$ cat src/rtl/pwr_mode_pkg.sv
package pwr_mode_pkg;
  typedef enum logic [1:0] {M_RUN, M_IDLE, M_PDOWN, M_RESTART} mode_e;
  localparam int PC_W    = 4;
  localparam int PC_IDLE = 0;
  localparam int PC_PD   = 1;
endpackage

$ cat src/rtl/pm_rst_qual.sv
module pm_rst_qual #(
  parameter int RST_CYC = 24
) (
  input  logic clk,
  input  logic por_n,
  input  logic rst_in,
  output logic rst_accept,
  output logic sfr_init
);
  localparam int CW = $clog2(RST_CYC + 1);
  localparam logic [CW-1:0] LAST = CW'(RST_CYC - 1);

  logic [CW-1:0] cnt;

  // saturating run-length of consecutive high samples
  function automatic logic [CW-1:0] cnt_next(input logic hi, input logic [CW-1:0] c);
    if (!hi) return '0;
    return (c == LAST) ? c : c + 1'b1;
  endfunction

  assign rst_accept = rst_in && (cnt == LAST);

  always_ff @(posedge clk or negedge por_n) begin
    if (!por_n) begin
      cnt      <= '0;
      sfr_init <= 1'b0;
    end else begin
      cnt <= cnt_next(rst_in, cnt);
      if (rst_accept)   sfr_init <= 1'b1;
      else if (!rst_in) sfr_init <= 1'b0;
    end
  end
endmodule

$ cat src/rtl/pm_wake_track.sv
module pm_wake_track
  import pwr_mode_pkg::*;
#(
  parameter int NEXT = 2
) (
  input  logic            clk,
  input  logic            por_n,
  input  mode_e           mode,
  input  logic [NEXT-1:0] ext_n,
  input  logic [NEXT-1:0] ext_en,
  input  logic            rst_accept,
  input  logic            pd_enter,
  input  logic            pd_exit,
  output logic            wake_start,
  output logic            released,
  output logic [NEXT-1:0] wake_sel
);
  logic [NEXT-1:0] lows, low_seen;
  logic            rel_seen, release_now;

  // lowest index wins
  function automatic logic [NEXT-1:0] prio_pick(input logic [NEXT-1:0] v);
    logic [NEXT-1:0] r;
    r = '0;
    for (int i = NEXT - 1; i >= 0; i--) if (v[i]) r = NEXT'(1) << i;
    return r;
  endfunction

  assign lows        = ext_en & ~ext_n;
  assign wake_start  = (mode == M_PDOWN) && (|lows);
  assign release_now = |(low_seen & ext_n);
  assign released    = rel_seen || release_now;

  always_ff @(posedge clk or negedge por_n) begin
    if (!por_n) begin
      low_seen <= '0;
      rel_seen <= 1'b0;
      wake_sel <= '0;
    end else if (rst_accept || pd_enter) begin
      low_seen <= '0;
      rel_seen <= 1'b0;
      wake_sel <= '0;
    end else if (wake_start) begin
      low_seen <= lows;
      rel_seen <= 1'b0;
    end else if (mode == M_RESTART) begin
      if (pd_exit) begin
        wake_sel <= prio_pick(low_seen | lows);
        low_seen <= '0;
        rel_seen <= 1'b0;
      end else begin
        low_seen <= low_seen | lows;
        rel_seen <= released;
      end
    end
  end
endmodule

$ cat src/rtl/pm_mode_fsm.sv
module pm_mode_fsm
  import pwr_mode_pkg::*;
(
  input  logic            clk,
  input  logic            por_n,
  input  logic            reg_wr,
  input  logic [PC_W-1:0] reg_wdata,
  input  logic            instr_done,
  input  logic            irq_any,
  input  logic            wake_start,
  input  logic            released,
  input  logic            osc_stable,
  input  logic            rst_accept,
  output mode_e           mode,
  output logic [PC_W-1:0] pcon,
  output logic            pd_enter,
  output logic            idle_enter,
  output logic            idle_wake,
  output logic            pd_exit
);
  function automatic logic [PC_W-1:0] clr_mode(input logic [PC_W-1:0] p, input logic both);
    logic [PC_W-1:0] r;
    r = p;
    r[PC_IDLE] = 1'b0;
    if (both) r[PC_PD] = 1'b0;
    return r;
  endfunction

  assign pd_enter   = (mode == M_RUN) && instr_done && pcon[PC_PD];
  assign idle_enter = (mode == M_RUN) && instr_done && pcon[PC_IDLE] && !pcon[PC_PD];
  assign idle_wake  = (mode == M_IDLE) && irq_any;
  assign pd_exit    = (mode == M_RESTART) && released && osc_stable;

  always_ff @(posedge clk or negedge por_n) begin
    if (!por_n) begin
      mode <= M_RUN;
      pcon <= '0;
    end else if (rst_accept) begin
      mode <= M_RUN;
      pcon <= '0;
    end else begin
      case (mode)
        M_RUN: begin
          if (pd_enter)        mode <= M_PDOWN;
          else if (idle_enter) mode <= M_IDLE;
          if (reg_wr) pcon <= reg_wdata;
        end
        M_IDLE: if (idle_wake) begin
          mode <= M_RUN;
          pcon <= clr_mode(pcon, 1'b0);
        end
        M_PDOWN: if (wake_start) mode <= M_RESTART;
        default: if (pd_exit) begin
          mode <= M_RUN;
          pcon <= clr_mode(pcon, 1'b1);
        end
      endcase
    end
  end
endmodule

$ cat src/rtl/pwr_mode_ctrl.sv
module pwr_mode_ctrl
  import pwr_mode_pkg::*;
#(
  parameter int RST_CYC = 24,
  parameter int NIRQ    = 8,
  parameter int NEXT    = 2
) (
  input  logic            clk,
  input  logic            por_n,
  input  logic            rst_in,
  input  logic            reg_wr,
  input  logic [PC_W-1:0] reg_wdata,
  output logic [PC_W-1:0] reg_rdata,
  input  logic            instr_done,
  input  logic [NIRQ-1:0] irq_pend,
  input  logic [NEXT-1:0] ext_n,
  input  logic [NEXT-1:0] ext_en,
  input  logic            osc_stable,
  output logic            cpu_clk_en,
  output logic            per_clk_en,
  output logic            osc_en,
  output logic [NEXT-1:0] wake_sel,
  output logic            sfr_init
);
  mode_e mode;
  logic  rst_accept, wake_start, released;
  logic  pd_enter, idle_enter, idle_wake, pd_exit;

  pm_rst_qual #(.RST_CYC(RST_CYC)) u_rst (
    .clk(clk), .por_n(por_n), .rst_in(rst_in),
    .rst_accept(rst_accept), .sfr_init(sfr_init)
  );

  pm_wake_track #(.NEXT(NEXT)) u_wake (
    .clk(clk), .por_n(por_n), .mode(mode), .ext_n(ext_n), .ext_en(ext_en),
    .rst_accept(rst_accept), .pd_enter(pd_enter), .pd_exit(pd_exit),
    .wake_start(wake_start), .released(released), .wake_sel(wake_sel)
  );

  pm_mode_fsm u_fsm (
    .clk(clk), .por_n(por_n), .reg_wr(reg_wr), .reg_wdata(reg_wdata),
    .instr_done(instr_done), .irq_any(|irq_pend), .wake_start(wake_start),
    .released(released), .osc_stable(osc_stable), .rst_accept(rst_accept),
    .mode(mode), .pcon(reg_rdata), .pd_enter(pd_enter), .idle_enter(idle_enter),
    .idle_wake(idle_wake), .pd_exit(pd_exit)
  );

  assign cpu_clk_en = (mode == M_RUN);
  assign per_clk_en = (mode == M_RUN) || (mode == M_IDLE);
  assign osc_en     = (mode != M_PDOWN) || rst_in;
endmodule

$ cat config.mk
export PLATFORM = sky130hd
export DESIGN_NAME = pwr_mode_ctrl
export DESIGN_NICKNAME = d
export VERILOG_FILES = /design/src/rtl/pwr_mode_pkg.sv /design/src/rtl/pm_rst_qual.sv /design/src/rtl/pm_wake_track.sv /design/src/rtl/pm_mode_fsm.sv /design/src/rtl/pwr_mode_ctrl.sv
export SDC_FILE = /design/constraint.sdc
export NUM_CORES = 1
export LEC_CHECK = 0
export BUFFER_PORTS_ARGS = -buffer_cell sky130_fd_sc_hd__buf_2
export CORE_MARGIN = 1.5
export CORE_UTILIZATION = 44
export CTS_BUF_LIST = sky130_fd_sc_hd__clkbuf_4 sky130_fd_sc_hd__clkbuf_8
export CTS_CLUSTER_DIAMETER = 200
export CTS_CLUSTER_SIZE = 40
export DETAILED_ROUTE_END_ITERATION = 10
export PLACE_DENSITY = 0.74
export SLEW_MARGIN = 5
export SYNTH_ARGS = -nofsm -noshare
export SYNTH_HDL_FRONTEND = slang
export SYNTH_SLANG_ARGS = --single-unit
$ cat constraint.sdc
create_clock -name clk -period 1.97 [get_ports clk]
set_clock_uncertainty 0.2 [all_clocks]
set_input_delay 0.2955 -clock clk [delete_from_list [all_inputs] [get_ports clk]]
set_output_delay 0.2955 -clock clk [all_outputs]
set_load 0.03 [all_outputs]
==> results.md <==
- Number of I/O pins: 32
- Post-CTS Setup Inserts: 0
- Worst Path Arrival: ~1400 ps
- Via count of the routed design: 888
- Core area: 2000 um^2
- Sw Share: 0.445
- Most frequent cells in the layout: 31 x buf_2, 17 x dfrtp_1, 12 x nand2_1, 12 x a21oi_1, 8 x nand3_1
- Critical R2R Launch: u_rst.cnt[0]
- Reg clk slew, reported paths: ~90 ps
- Worst-Margin Slew: 460 ps
- Cell Area, Synth: 960 um^2
- Drt pass-1 iters: 4
- Post-Place Setup Slack: -12.3 ps
- PortBufs: 31
- Via/cell ratio: 5.32
- Drt wl/cell: between 10 and 15 um
- Critical path class: reg -> out
- Number of max-cap violations: 0
- Area delta synth->final: 26.5%
- First-pass GRT wire length: 3560 um
- RSZ-0062 raised after global routing: yes
- Syn_area_per_cell: ~9.4 um^2
- Setup TNS: 0 ps
- Clk pwr share: 0.124
- DR iter-0 viols: 10
- Die ar.: 2470 um^2
- Final hold violations: 0
- Fin crit share: 0.952
- Max Clk Rate: 0.533 GHz
- Root buffer cell: clkbuf_4
- Async S/R FF share, synth: 1.00
- Routed WL: 2110 um
- Psw: 0.689 mW
- Logic pwr share: 0.520
- Worst skew pair latency: ~280 ps
- Gr ovfl total: 0
- Final WS setup: around 95 ps
- Number of global-route vias before repair: 831
- Flop pwr share: 0.356
- Die width: 49.7 um
- Slew HR: 0.690
- Worst endpoint required time: 1470 ps
- Clock sink total: 17
- Int Pwr: 0.860 mW
- # rows: 16
- Num CTS Buffers: 3
- CP Max Fanout: 9
- Top_reg_cell synth: dfrtp_1
- Worst hold start: reg_wdata[2]
- H-tree levels: 1
- RD Place Congestion: 0.898
- DP HPWL: 1700 um
- Seq/Total Area, Yosys: 0.443
- Mapped Cells: about 100
- Synth unique cells: 38
- Critical Path Sink Type: primary output
- Most common cell after layout, fill and taps aside: buf_2
- Worst min path class: in -> reg
- Drt drc: 0
- DIE HEIGHT: 49.7 um
- Total number of yosys warnings: 0
- Starting Density: 0.479
- CTS Buffer Depth: 2
- Setup Viol. Count Final: 0
- PD cells: 1280 nW/um^2
- GRT Overall Usage: 0.192
- Max-slew violation count: 0
- Antenna Nets Post-Route: 0
- Peak supply drop: about 0.00082 V
- TritonCTS clock tree: built
- Status: finished, final reports clean
- Fin nets: 164
- ANT cells: 0
- Minimum clock period: between 1500 and 2000 ps
- Number of synthesized flops with an enable pin: 0
- Startpoint Class: flip-flop
- Antenna violations before repair: 0
- Layout cells sized above 1: 0.350
- Utilization after layout: 0.606
- Syn nets: 125
- Critical path origin: u_fsm.mode[1]
- Lkg Pwr: 0.568 nW
- Final hold slack: 53.7 ps
- Pin count of the biggest net entering global routing: 18
- FF+latch count, synth: 17
==> through the flow <==
stage / std cells / area, um^2 / total power, mW
after CTS: 167 / 1210 / 1.54
after detailed placement: 162 / 1170 / 1.35
after global routing: 167 / 1210 / 1.66
after global placement: 162 / 1170 / 1.32
after floorplan: 102 / 960 / 1.12
final: 167 / 1210 / 1.55
==> flip-flops by register name (all words and copies together) (netlist names) <==
name	flops
u_rst.cnt	5
u_fsm.pcon	4
u_fsm.mode	2
u_wake.low_seen	2
u_wake.wake_sel	2
u_rst.sfr_init	1
u_wake.rel_seen	1
==> power groups by stage <==
stage / Sequential [mW] / Combinational (mW) / Clock (mW)
4_1_cts: 0.548 / 0.798 / 0.197
6_report: 0.551 / 0.806 / 0.192
2_1_floorplan: 0.653 / 0.466 / 0
5_1_grt: 0.571 / 0.883 / 0.209
3_5_place_dp: 0.555 / 0.791 / 0
3_3_place_gp: 0.548 / 0.777 / 0
==> final cells by class <==
class                      instances  area [um^2]
clock buffer                       4         30.0
tap                               27         33.8
fill                             188          788
timing repair buffer              37          206
sequential                        17          425
multi-input combinational         80          510
inverter                           2         7.51
==> worst paths after layout <==
path	end	slack, ps	cells past startpoint
hold / removal	u_fsm.pcon[2]	50	3
hold reg to reg	u_rst.sfr_init	300	1
setup reg to reg	u_wake.wake_sel[0]	100	5
max in group asynchronous	u_fsm.mode[0]	1060	2
setup / recovery	osc_en	90	4
min in group asynchronous	u_rst.cnt[3]	250	2
==> layer usage <==
metal	vias up	global-route usage	share of wire
met5	-	0	0
met4	0	0.0602	0.0090
met3	2	0.0545	0.055
met2	24	0.302	0.45
met1	406	0.255	0.48
li1	456	-	-
==> cell usage after synthesis (all sizes together), types with 2 or more instances <==
library cell	n	share of area
nor2b	2	0.013
clkbuf	2	0.0078
a22oi	2	0.016
nor2	3	0.012
and2	3	0.020
nand3	8	0.042
dfrtp	17	0.44
nor3	2	0.010
or2	2	0.013
nand2	12	0.047
o21ai	4	0.021
inv	2	0.0078
a31oi	3	0.020
a211oi	4	0.031
xnor2	3	0.027
a21oi	12	0.063
==> logic make-up after synthesis <==
family | after synthesis | share of synthesized area
xor+xnor | 3 | 0.0274
flops | 17 | 0.443
simple gates | 43 | 0.266
compound gates | 33 | 0.223
buf+inv | 5 | 0.0274
fa+ha+maj | 1 | 0.0130
==> worst max-delay path, cell delays in order (launching register included) <==
cell	delay [ps]
dfrtp_1	380
buf_6	150
inv_1	80
or3_1	300
buf_2	180
==> what timing repair did <==
item / CTS / global route
endpoints found under the setup margin: 0 / 3
endpoints found under the hold margin: 17 / 0
resized for setup: 0 / 2
hold buffers: 1 / 0
No activity file was read; power rests on OpenSTA's default activity.
